`src/rtl/dbg_resume_pkg.sv`:
```
package dbg_resume_pkg;

  typedef enum logic [1:0] {
    SEQ_RUN     = 2'd0,
    SEQ_HALT    = 2'd1,
    SEQ_COLLECT = 2'd2
  } seq_state_e;

endpackage

```
`src/rtl/rs_addr_collector.sv`:
```
module rs_addr_collector #(
  parameter int ADDR_W = 16
) (
  input  logic              clk,
  input  logic              rst_n,
  input  logic              clear,
  input  logic              shift_q,
  input  logic              shift_bit,
  output logic              last_bit,
  output logic [ADDR_W-1:0] addr_full
);

  localparam int CNT_W = (ADDR_W > 1) ? $clog2(ADDR_W) : 1;
  localparam logic [CNT_W-1:0] LAST_IDX = CNT_W'(ADDR_W - 1);

  logic [ADDR_W-1:0] sh_q, sh_d;
  logic [CNT_W-1:0]  cnt_q, cnt_d;
  logic              sh_en;

  // new bit enters at the top and moves down: first bit ends at bit 0
  always_comb begin
    addr_full = {shift_bit, sh_q[ADDR_W-1:1]};
    last_bit  = shift_q && (cnt_q == LAST_IDX);
  end

  always_comb begin
    sh_en = clear || shift_q;
    sh_d  = sh_q;
    cnt_d = cnt_q;
    if (clear || last_bit) begin
      sh_d  = '0;
      cnt_d = '0;
    end else if (shift_q) begin
      sh_d  = addr_full;
      cnt_d = cnt_q + 1'b1;
    end
  end

  always_ff @(posedge clk or negedge rst_n) begin
    if (!rst_n) begin
      sh_q  <= '0;
      cnt_q <= '0;
    end else if (sh_en) begin
      sh_q  <= sh_d;
      cnt_q <= cnt_d;
    end
  end

endmodule

```
`src/rtl/rs_ctrl.sv`:
```
module rs_ctrl
  import dbg_resume_pkg::*;
(
  input  logic clk,
  input  logic rst_n,
  input  logic go_cmd,
  input  logic abort_cmd,
  input  logic shift_en,
  input  logic last_bit,
  input  logic dbg_entry,
  output logic shift_q,
  output logic clear,
  output logic load,
  output logic busy,
  output logic halted,
  output logic debug_mode,
  output logic resume_pulse
);

  seq_state_e state_q, state_d;
  logic       dbg_q, dbg_d;
  logic       res_q, res_d;

  always_comb begin
    shift_q = (state_q == SEQ_COLLECT) && shift_en && !abort_cmd;
    clear   = ((state_q == SEQ_HALT) && go_cmd) ||
              ((state_q == SEQ_COLLECT) && abort_cmd);
    load    = last_bit;
  end

  always_comb begin
    state_d = state_q;
    unique case (state_q)
      SEQ_RUN:     if (dbg_entry) state_d = SEQ_HALT;
      SEQ_HALT:    if (go_cmd)    state_d = SEQ_COLLECT;
      SEQ_COLLECT: begin
        if (abort_cmd)     state_d = SEQ_HALT;
        else if (last_bit) state_d = SEQ_RUN;
      end
      default:               state_d = SEQ_HALT;
    endcase
  end

  always_comb begin
    dbg_d = dbg_q;
    if (load)                                     dbg_d = 1'b0;
    else if ((state_q == SEQ_RUN) && dbg_entry)   dbg_d = 1'b1;
    res_d = load;
  end

  always_ff @(posedge clk or negedge rst_n) begin
    if (!rst_n) begin
      state_q <= SEQ_HALT;
      dbg_q   <= 1'b1;
      res_q   <= 1'b0;
    end else begin
      state_q <= state_d;
      dbg_q   <= dbg_d;
      res_q   <= res_d;
    end
  end

  always_comb begin
    busy         = (state_q == SEQ_COLLECT);
    halted       = (state_q != SEQ_RUN);
    debug_mode   = dbg_q;
    resume_pulse = res_q;
  end


  resume_one_cycle_chk: assert property (@(posedge clk) disable iff (!rst_n)
    resume_pulse |=> !resume_pulse);


  resume_release_chk: assert property (@(posedge clk) disable iff (!rst_n)
    resume_pulse |-> (!halted && !debug_mode && !busy));


  abort_keeps_halt_chk: assert property (@(posedge clk) disable iff (!rst_n)
    (busy && abort_cmd) |=> (halted && debug_mode && !busy));


  reenter_debug_chk: assert property (@(posedge clk) disable iff (!rst_n)
    (!halted && dbg_entry) |=> (halted && debug_mode));


  go_while_running_chk: assert property (@(posedge clk) disable iff (!rst_n)
    (!halted && !dbg_entry) |=> !busy);

endmodule

```
`src/rtl/rs_trace_counter.sv`:
```
module rs_trace_counter #(
  parameter int TRACE_W = 16
) (
  input  logic               clk,
  input  logic               rst_n,
  input  logic               trace_en,
  input  logic               jump_evt,
  input  logic               retire_evt,
  output logic [TRACE_W-1:0] count
);

  logic [TRACE_W-1:0] cnt_q, cnt_d;
  logic               cnt_en;

  always_comb begin
    cnt_en = trace_en && (jump_evt || retire_evt);
    cnt_d  = cnt_q + 1'b1;
  end

  always_ff @(posedge clk or negedge rst_n) begin
    if (!rst_n)      cnt_q <= '0;
    else if (cnt_en) cnt_q <= cnt_d;
  end

  assign count = cnt_q;


  trace_hold_chk: assert property (@(posedge clk) disable iff (!rst_n)
    !trace_en |=> $stable(count));

endmodule

```
`src/rtl/dbg_resume_seq.sv`:
```
module dbg_resume_seq #(
  parameter int ADDR_W  = 16,
  parameter int TRACE_W = 16
) (
  input  logic               clk,
  input  logic               rst_n,
  input  logic               go_cmd,
  input  logic               shift_en,
  input  logic               shift_bit,
  input  logic               abort_cmd,
  input  logic               dbg_entry,
  input  logic               trace_en,
  input  logic               core_retire,
  output logic [ADDR_W-1:0]  pdb_addr,
  output logic               resume_pulse,
  output logic               halted,
  output logic               debug_mode,
  output logic               busy,
  output logic [TRACE_W-1:0] trace_count
);

  logic              shift_q, clear, load, last_bit;
  logic [ADDR_W-1:0] addr_full;
  logic [ADDR_W-1:0] pdb_q;

  rs_ctrl u_ctrl (
    .clk          (clk),
    .rst_n        (rst_n),
    .go_cmd       (go_cmd),
    .abort_cmd    (abort_cmd),
    .shift_en     (shift_en),
    .last_bit     (last_bit),
    .dbg_entry    (dbg_entry),
    .shift_q      (shift_q),
    .clear        (clear),
    .load         (load),
    .busy         (busy),
    .halted       (halted),
    .debug_mode   (debug_mode),
    .resume_pulse (resume_pulse)
  );

  rs_addr_collector #(.ADDR_W(ADDR_W)) u_coll (
    .clk       (clk),
    .rst_n     (rst_n),
    .clear     (clear),
    .shift_q   (shift_q),
    .shift_bit (shift_bit),
    .last_bit  (last_bit),
    .addr_full (addr_full)
  );

  rs_trace_counter #(.TRACE_W(TRACE_W)) u_trace (
    .clk        (clk),
    .rst_n      (rst_n),
    .trace_en   (trace_en),
    .jump_evt   (load),
    .retire_evt (core_retire && !halted),
    .count      (trace_count)
  );

  always_ff @(posedge clk or negedge rst_n) begin
    if (!rst_n)    pdb_q <= '0;
    else if (load) pdb_q <= addr_full;
  end

  assign pdb_addr = pdb_q;


  pdb_hold_chk: assert property (@(posedge clk) disable iff (!rst_n)
    !resume_pulse |-> $stable(pdb_addr));


  idle_shift_chk: assert property (@(posedge clk) disable iff (!rst_n)
    (!busy && !go_cmd) |=> !busy);

endmodule

```
`config.mk`:
```
export PLATFORM = sky130hd
export DESIGN_NAME = dbg_resume_seq
export DESIGN_NICKNAME = d
export VERILOG_FILES = /design/src/rtl/dbg_resume_pkg.sv /design/src/rtl/rs_addr_collector.sv /design/src/rtl/rs_ctrl.sv /design/src/rtl/rs_trace_counter.sv /design/src/rtl/dbg_resume_seq.sv
export SDC_FILE = /design/constraint.sdc
export NUM_CORES = 1
export LEC_CHECK = 0
export BUFFER_PORTS_ARGS = -buffer_cell sky130_fd_sc_hd__buf_2
export CAP_MARGIN = 20
export CORE_ASPECT_RATIO = 0.5
export CORE_MARGIN = 2
export CORE_UTILIZATION = 54
export DETAILED_ROUTE_END_ITERATION = 16
export PLACE_DENSITY_LB_ADDON = 0.12
export SKIP_LAST_GASP = 1
export SYNTH_ARGS = -nofsm -noshare
export SYNTH_HDL_FRONTEND = slang
export SYNTH_HIERARCHICAL = 1
export SYNTH_SLANG_ARGS = --single-unit
```
`constraint.sdc`:
```
create_clock -name clk -period 2.8 [get_ports clk]
set_input_delay 0.28 -clock clk [delete_from_list [all_inputs] [get_ports clk]]
set_output_delay 0.28 -clock clk [all_outputs]
set_load 0.02 [all_outputs]
```
==> flow_summary.ini, run 1 <==
[run_status]
status = complete, no violations

[setup_path]
reg2reg_depth = 7
crit_path_max_incr_delay_ns = 0.41
critical_path.endpoint_type = flop
r2r-start = u_ctrl/state_q[0]
critical_path_arrival_ns = 2.31
path_cells = and2b_2 > and3b_1 > and4_1 > o21ai_4 > nor4_4 > nand4_1 > xnor2_1
cp_slowest_cell = dfstp_2
critPathBufInv = 0
cp.required_ns = 3.01
criticalPathCategory = reg -> reg
critPathLaunchType = flop
ff2ff_setup_slack_ns = 0.70
crit_fanout = 6
crit_family = simple AND/OR/NAND/NOR gates
timing.rr.end = u_trace/count[13]

[cts]
cts_setup_buffers = 0
insertion_delay_ns = 0.32
clk_pin_slew_ns = 0.11
cts_resized = 0
h-tree-depth = 2
hold_buffers = 0
cts_buffer_depth = 2
cts_root_buffer = clkbuf_8
cts_tree = built
clkSinkCount = 55
cts_buffers = 5

[layout]
fill_cells = 306
final-instance-count-excl-fill = 265
multi_input_area_um2 = 877.1
drive_gt1_frac = 0.4076
final_nets = 221
register_area_um2 = 1379
antenna_cells = 0
syn2layout_area_growth_pct = 14.64
fin_area_um2 = 2675

[sta]
layout_setup_ws_ns = 0.6960
drv_slew = 0
finalSetupViolations = 0
post-route-period-util = 0.7514
tns_ns = 0
rsz0062_at_grt = no
relSlewSlack = 0.4996
max_clock_freq_mhz = 475.3
fin_skew_ns = 0.01431
final_hold_viol_count = 0
worstMarginPinSlew_ns = 0.7507
holdWs_ns = 0.06880
period_minus_slack_ns = 2.104

[routing]
first_pass_iters = 4
vias_per_cell = 5.336
totalWireLength_um = 3933
drt_iter0_drc = 62
num_vias = 1414
ant_nets = 0
drcViolationCount = 0
wl_per_cell_um = 14.84

[min_path]
hold_class = in -> async

[synthesis]
ys_seq_area_frac = 0.5909
synth_area_leaders = dfrtp_1 (57%), mux2_4 (6.4%), a22o_1 (6.0%)
synth_edf_count = 0
synthCells = 162
synth_fa_ha_area_frac = 0.01072
synth_area_um2 = 2333
synth_cell_types = 38
synth_compound_area_frac = 0.1008
synth-async-reset-ratio = 1.000
syn-num-nets = 173
post_synth_and_or_nand_nor_area_fraction = 0.1013
synth_ff_type = dfrtp_1
synth_top_family_by_area = multiplexers
syn_area_per_cell_um2 = 14.40
synth_mux_area_frac = 0.1029
yosys.area.top_type = dfrtp_1
synthXorXnorAreaFrac = 0.06005
synth-seq-cells = 55
ys_warn_count = 6
synth_top_area_frac = 0.5684

[placement]
gp_congestion = 0.7250
dp_hpwl_um = 2653
place_area_um2 = 2581
placed_cells_incl_taps = 257
post-place-ws_ns = 0.7030
io_buffers = 44

[power]
internal_power_mw = 1.152
power_density_nw_per_um2 = 629.5
swShare = 0.3156
combPwrFrac = 0.184
p_clk_frac = 0.271
p_leak_nw = 1.366
switchingPower_uw = 531.6
p_seq_frac = 0.545
vdd_drop_max_uv = 302.9

[job]
drv_cap = 0

[global_routing]
grt_use_total = 0.1786
grt_max_degree = 56
overflow = 0
antenna_found_initial = 0
grt_pass1_vias = 1390
grt_first_pass_wirelength_um = 6706

[die]
die_h_um = 50.49
die_w_um = 96.97
coreArea_um2 = 4024
die_area_um2 = 4895
initial_core_util = 0.5799
fp-row-count = 16
io_pins = 45
## kinds of logic after synthesis
logic type	Yosys count
XOR/XNOR	16
flip-flops	55
AO/OA/AOI/OAI	25
multiplexers	18
AND/OR/NAND/NOR	36
adder cells (fa/ha/maj)	2
buffers and inverters	10
## worst max path at each step
stage | startpoint | to | slack (ns) | cells after the start
after floorplan | u_ctrl/state_q[0] | u_trace/count[8] | 0.64 | 8
final | u_ctrl/state_q[0] | u_trace/count[13] | 0.70 | 7
after global placement | u_ctrl/state_q[0] | u_trace/count[4] | 0.78 | 7
after CTS | u_ctrl/state_q[0] | u_trace/count[13] | 0.67 | 7
after global routing | u_ctrl/state_q[1] | u_trace/count[13] | 0.50 | 7
after detailed placement | u_ctrl/state_q[0] | u_trace/count[13] | 0.70 | 7
## cells in the final DEF, fill, tap and decap left out, types with 3 or more instances in the layout
master    count
mux2_2        7
nand4_1       3
buf_2        44
nand2_1       8
xnor2_1      12
nand3_1       4
a22o_1       16
and4_1        3
nor2_1        3
clkbuf_8      5
dfrtp_1      53
mux2_4       10
xor2_1        4
buf_4         3
## area by class of cell
class,count,share of cell area
timing repair buffer,47,0.09074
inverter,4,0.005613
multi-input combinational,97,0.3279
clock buffer,5,0.02572
tap,54,0.02526
clock inverter,3,0.009355
sequential,55,0.5154
## per-stage QoR
| stage | utilization | power (mW) |
|---|---|---|
| 2_1_floorplan | - | 1.135 |
| 3_3_place_gp | 0.6415 | 1.236 |
| 3_5_place_dp | 0.6415 | 1.243 |
| 4_1_cts | 0.6648 | 1.701 |
| 5_1_grt | 0.6648 | 1.783 |
| 6_report | 0.6648 | 1.684 |
## synthesized netlist by cell type, drive strengths merged, types with 2 or more instances
library cell  instances
and3                  2
mux2                 18
xor2                  4
or2                   3
ha                    2
nand4                 3
buf                   6
a21oi                 2
nand2                 8
nand3b                2
inv                   4
a22o                 16
xnor2                12
nor2                  3
dfstp                 2
dfrtp                53
and4                  3
nand3                 6
o21a                  2
## sequential cells by signal, summed over array words and instances, names as in the netlist
register and cells:
u_ctrl/resume_pulse 1, u_ctrl/debug_mode 1, pdb_addr 16, u_ctrl/state_q 2, u_coll/cnt_q 4, u_trace/count 16
u_coll/sh_q 15
## per-layer routing
layer	track usage	wire, um	vias up
met5	0	0	-
met4	0.06338	53	0
met3	0.05153	188	8
met2	0.2847	1761	30
met1	0.2387	1930	699
li1	-	-	677
## power groups by stage
stage | Combinational [mW] | Clock (mW) | Sequential (mW)
2_1_floorplan | 0.179 | 0 | 0.956
3_3_place_gp | 0.306 | 0 | 0.929
3_5_place_dp | 0.308 | 0 | 0.935
4_1_cts | 0.310 | 0.472 | 0.919
5_1_grt | 0.341 | 0.511 | 0.930
6_report | 0.309 | 0.457 | 0.918
(Power assumes the default switching activity.)
==> inputs of run 2 (changes only) <==
Settings changed: CORE_UTILIZATION 54 to 49.
Clock period 2.8 ns to 1.9 ns, I/O delays scaled along.
==> flow_summary.ini, run 2 (synthesis gave the netlist of run 1 again) <==
[routing]
ant_nets = 0
drcViolationCount = 0
vias_per_cell = 4.962
drt_iter0_drc = 23
num_vias = 1439
totalWireLength_um = 3887
first_pass_iters = 4
wl_per_cell_um = 13.40

[cts]
h-tree-depth = 2
clkSinkCount = 55
clk_pin_slew_ns = 0.10
insertion_delay_ns = 0.31
cts_buffers = 5
cts_tree = built
cts_buffer_depth = 2
cts_root_buffer = clkbuf_8

[job]
drv_cap = 0

[power]
combPwrFrac = 0.213
swShare = 0.3073
power_density_nw_per_um2 = 888.6
internal_power_mw = 1.751
switchingPower_uw = 776.9
p_leak_nw = 1.461
p_seq_frac = 0.529
p_clk_frac = 0.258
finalPower_mw = 2.528
vdd_drop_max_uv = 480.8

[die]
die_h_um = 52.80
initial_core_util = 0.5199
io_pins = 45
die_w_um = 101.6
die_area_um2 = 5364
fp-row-count = 17
coreArea_um2 = 4488

[setup_path]
crit_path_max_incr_delay_ns = 0.55
path_cells = and2b_2 > and3b_2 > and4_4 > o21ai_4 > nor4_4 > buf_4 > buf_6 > xor2_1
critPathLaunchType = flop
criticalPathCategory = reg -> reg
critical_path.endpoint_type = flop
cp_slowest_cell = dfstp_2
crit_fanout = 3
critPathBufInv = 2
crit_family = simple AND/OR/NAND/NOR gates
cp.required_ns = 2.09
critical_path_arrival_ns = 2.11

[layout]
multi_input_area_um2 = 892.1
mostFrequentLayoutCell = dfrtp_1
utilization = 0.6340
fill_cells = 378
drive_gt1_frac = 0.4509
final_cell_mix = dfrtp_1 (53), buf_2 (44), a22o_1 (16)
final_nets = 234
antenna_cells = 0
final-instance-count-excl-fill = 290
register_area_um2 = 1379
syn2layout_area_growth_pct = 21.93

[placement]
dp_hpwl_um = 2650
placed_cells_incl_taps = 278
post-place-ws_ns = -0.06373
gp_congestion = 0.7440
io_buffers = 44

[global_routing]
grt_use_total = 0.1663
overflow = 0
antenna_found_initial = 0
grt_first_pass_wirelength_um = 6741
grt_max_degree = 34
grt_pass1_vias = 1406

[run_status]
failed_checks = setup timing
status = finished with violations

[sta]
post-route-period-util = 1.008
fin_skew_ns = 0.006610
relSlewSlack = 0.6519
drv_slew = 0
finalSetupViolations = 3
max_clock_freq_mhz = 521.9
final_hold_viol_count = 0
worstMarginPinSlew_ns = 0.5222
rsz0062_at_grt = yes
period_minus_slack_ns = 1.916
layout_setup_ws_ns = -0.01606
holdWs_ns = 0.1012

[min_path]
hold_class = in -> reg
-- run 2: cell count changes in the layout (fill, tap and decap cells not counted), sizes merged --
cell / before / now
buf: 47 / 59
clkbuf: 5 / 6
dlygate4sd3: 0 / 1
inv: 6 / 5
-- run 2: area by class of cell --
class                           count  area share
Sequential cell                    55      0.4846
Multi-Input combinational cell     97      0.3135
Timing Repair Buffer               60      0.1363
Tap cell                           66     0.02902
Clock buffer                        6     0.02551
Clock inverter                      2    0.005717
Inverter                            4    0.005277
-- run 2: power by group through the flow --
stage / logic [mW] / registers [mW] / clock network (mW)
floorplan: 0.266 / 1.41 / 0
global route: 0.596 / 1.35 / 0.730
CTS: 0.546 / 1.34 / 0.680
global placement: 0.529 / 1.35 / 0
detailed placement: 0.536 / 1.36 / 0
finish: 0.540 / 1.34 / 0.652
-- run 2: per-layer routing --
metal	routed length [um]	vias to the layer above	track usage
li1	-	700	-
met1	1921	710	0.2283
met2	1745	25	0.2577
met3	190	4	0.04933
met4	29	0	0.04730
met5	0	-	0
-- run 2: worst paths after layout --
| kind | startpoint | endpoint | slack (ns) | cells after the start |
|---|---|---|---|---|
| worst max-delay path | u_ctrl/state_q[0] | u_trace/count[7] | -0.02 | 8 |
| worst min-delay path | abort_cmd | u_ctrl/state_q[1] | 0.10 | 2 |
| worst max register to register | u_ctrl/state_q[0] | u_trace/count[7] | -0.02 | 8 |
| worst min register to register | u_ctrl/debug_mode | u_ctrl/debug_mode | 0.46 | 2 |
| max in group asynchronous | rst_n | u_ctrl/debug_mode | 0.90 | 3 |
| min in group asynchronous | rst_n | pdb_addr[10] | 0.38 | 2 |
-- run 2: metrics by stage --
step,TNS (ns),instance area [um^2]
final,-0.02770,2845
after global placement,-0.01723,2711
after detailed placement,-0.07242,2711
after CTS,-0.04398,2820
after global routing,-0.4557,2845
after floorplan,-2.406,2347
-- run 2: repair_timing --
| item | in CTS | in global routing |
|---|---|---|
| endpoints found under the setup margin | 3 | 9 |
| hold buffers | 1 | 0 |
| endpoints found under the hold margin | 22 | 0 |
| pin swaps | 3 | 1 |
| buffers inserted | 1 | 2 |
| gates resized for setup | 1 | 3 |
==> inputs of run 3 (changes only) <==
Settings changed: SYNTH_HIERARCHICAL 1 to unset.
==> flow_summary.ini, run 3 <==
[run_status]
status = complete, no violations

[placement]
dp_hpwl_um = 2740
gp_congestion = 0.7462
placed_cells_incl_taps = 272
post-place-ws_ns = 0.08349
io_buffers = 44

[routing]
drcViolationCount = 0
vias_per_cell = 5.270
top_layer = met4
ant_nets = 0
first_pass_iters = 4
wl_met2_um = 1735
totalWireLength_um = 3941
drt_iter0_drc = 35
met3_length_um = 182
num_vias = 1481
wl_per_cell_um = 14.02
wl_met1_um = 1962

[die]
die_area_um2 = 5272
fp-row-count = 17
die_h_um = 52.35
initial_core_util = 0.5153
io_pins = 45
coreArea_um2 = 4446
die_w_um = 100.7

[cts]
clkSinkCount = 55
cts_resized = 0
h-tree-depth = 2
cts_root_buffer = clkbuf_8
insertion_delay_ns = 0.31
cts_tree = built
clk_pin_slew_ns = 0.10
cts_buffer_depth = 2
cts_buffers = 5

[setup_path]
cp.required_ns = 2.10
criticalPathCategory = reg -> reg
critical_path_arrival_ns = 1.99
critical_path.endpoint_type = flop
crit_fanout = 13
critPathLaunchType = flop

[synthesis]
synth_area_leaders = dfrtp_1 (58%), mux2_2 (8.8%), a22o_1 (6.1%)
synth-seq-cells = 55
ys_warn_count = 0
yosys.area.top_type = dfrtp_1
synth_edf_count = 0
yosysMostFrequentCell = dfrtp_1
synth-async-reset-ratio = 1.000
synth_top_area_frac = 0.5789
ys_seq_area_frac = 0.6019
synth_cell_types = 36
syn-num-nets = 181
synth.top_cells.by_count = dfrtp_1 (53), mux2_2 (18), a22o_1 (16)
synth_area_um2 = 2291
synth_ff_type = dfrtp_1
syn_area_per_cell_um2 = 13.48
synthCells = 170

[sta]
finalSetupViolations = 0
final_hold_viol_count = 0
holdWs_ns = 0.1078
period_minus_slack_ns = 1.789
layout_setup_ws_ns = 0.1108
worstMarginPinSlew_ns = 0.6670
max_clock_freq_mhz = 558.9
fin_skew_ns = 0.008910
post-route-period-util = 0.9417
drv_slew = 0
relSlewSlack = 0.5549
rsz0062_at_grt = yes

[layout]
antenna_cells = 0
mostFrequentLayoutCell = dfrtp_1
multi_input_area_um2 = 858.3
utilization = 0.6096
final_cell_mix = dfrtp_1 (53), buf_2 (44), mux2_2 (18)
syn2layout_area_growth_pct = 18.30
fill_cells = 370
register_area_um2 = 1379
drive_gt1_frac = 0.4018
final-instance-count-excl-fill = 281
final_nets = 234

[global_routing]
antenna_found_initial = 0
grt_pass1_vias = 1441
grt_use_total = 0.1682
grt_first_pass_wirelength_um = 6755
overflow = 0
grt_max_degree = 26

[min_path]
hold_class = in -> reg

[power]
power_density_nw_per_um2 = 935.3
finalPower_mw = 2.535
p_leak_nw = 1.435
vdd_drop_max_uv = 426.4

[job]
drv_cap = 0
## run 3: cell families (layout without fill, tap and decap cells)
group | after synthesis | after routing | synth area share
xor gates and xnor gates | 16 | 16 | 0.06117
and+or+nand+nor | 44 | 44 | 0.1213
DFF | 55 | 55 | 0.6019
adders and majority gates | 2 | 2 | 0.01092
AOI/OAI and AO/OA | 24 | 24 | 0.08847
muxes | 19 | 19 | 0.09284
buffers and inverters | 10 | 64 | 0.02348
## run 3: final cells by class
cell class / instances / share of cell area
clock inverters: 3 / 0.008310
clock buffers: 5 / 0.02539
well taps: 57 / 0.02632
repair buffers: 52 / 0.1090
multi-input cells: 105 / 0.3167
inverters: 4 / 0.005540
flip-flops and latches: 55 / 0.5088
## run 3: critical path, stage by stage (launching register included)
cell and delay, ns:
dfrtp_1 0.42, ha_1 0.23, and3_1 0.20, a31oi_4 0.39
buf_4 0.22, nor2_1 0.05, xor2_1 0.15
## run 3: timing repair
action,4_1_cts,5_1_grt
hold endpoints to repair,17,0
setup endpoints to repair,0,7
buffers inserted,0,0
hold buffers,1,0
## run 3: metal layers
layer	global-route usage	vias up
met4	0.07306	0
met3	0.05200	9
met1	0.2240	726
met5	0	-
li1	-	715
met2	0.2567	31
## run 3: report_power, final
group	internal, mW	switching (mW)
Combinational	0.190	0.312
Sequential	1.27	0.110
Clock	0.265	0.390
## run 3: path summary, 6_finish.rpt
path                                    from                 to  slack (ns)  cells past startpoint
hold reg to reg            u_trace.count[15]  u_trace.count[15]        0.47                      1
setup reg to reg             u_coll.cnt_q[0]   u_trace.count[3]        0.11                      6
hold / removal                     shift_bit    u_coll.sh_q[15]        0.11                      2
setup / recovery             u_coll.cnt_q[0]   u_trace.count[3]        0.11                      6
min in group asynchronous              rst_n   u_trace.count[5]        0.35                      2
max in group asynchronous              rst_n  u_ctrl.state_q[0]        0.93                      3
## run 3: metrics by stage
stage	cell area, um^2	setup TNS [ns]
3_5_place_dp	2609	0
5_1_grt	2710	-0.06052
6_report	2710	0
2_1_floorplan	2291	0
4_1_cts	2710	0
3_3_place_gp	2609	0
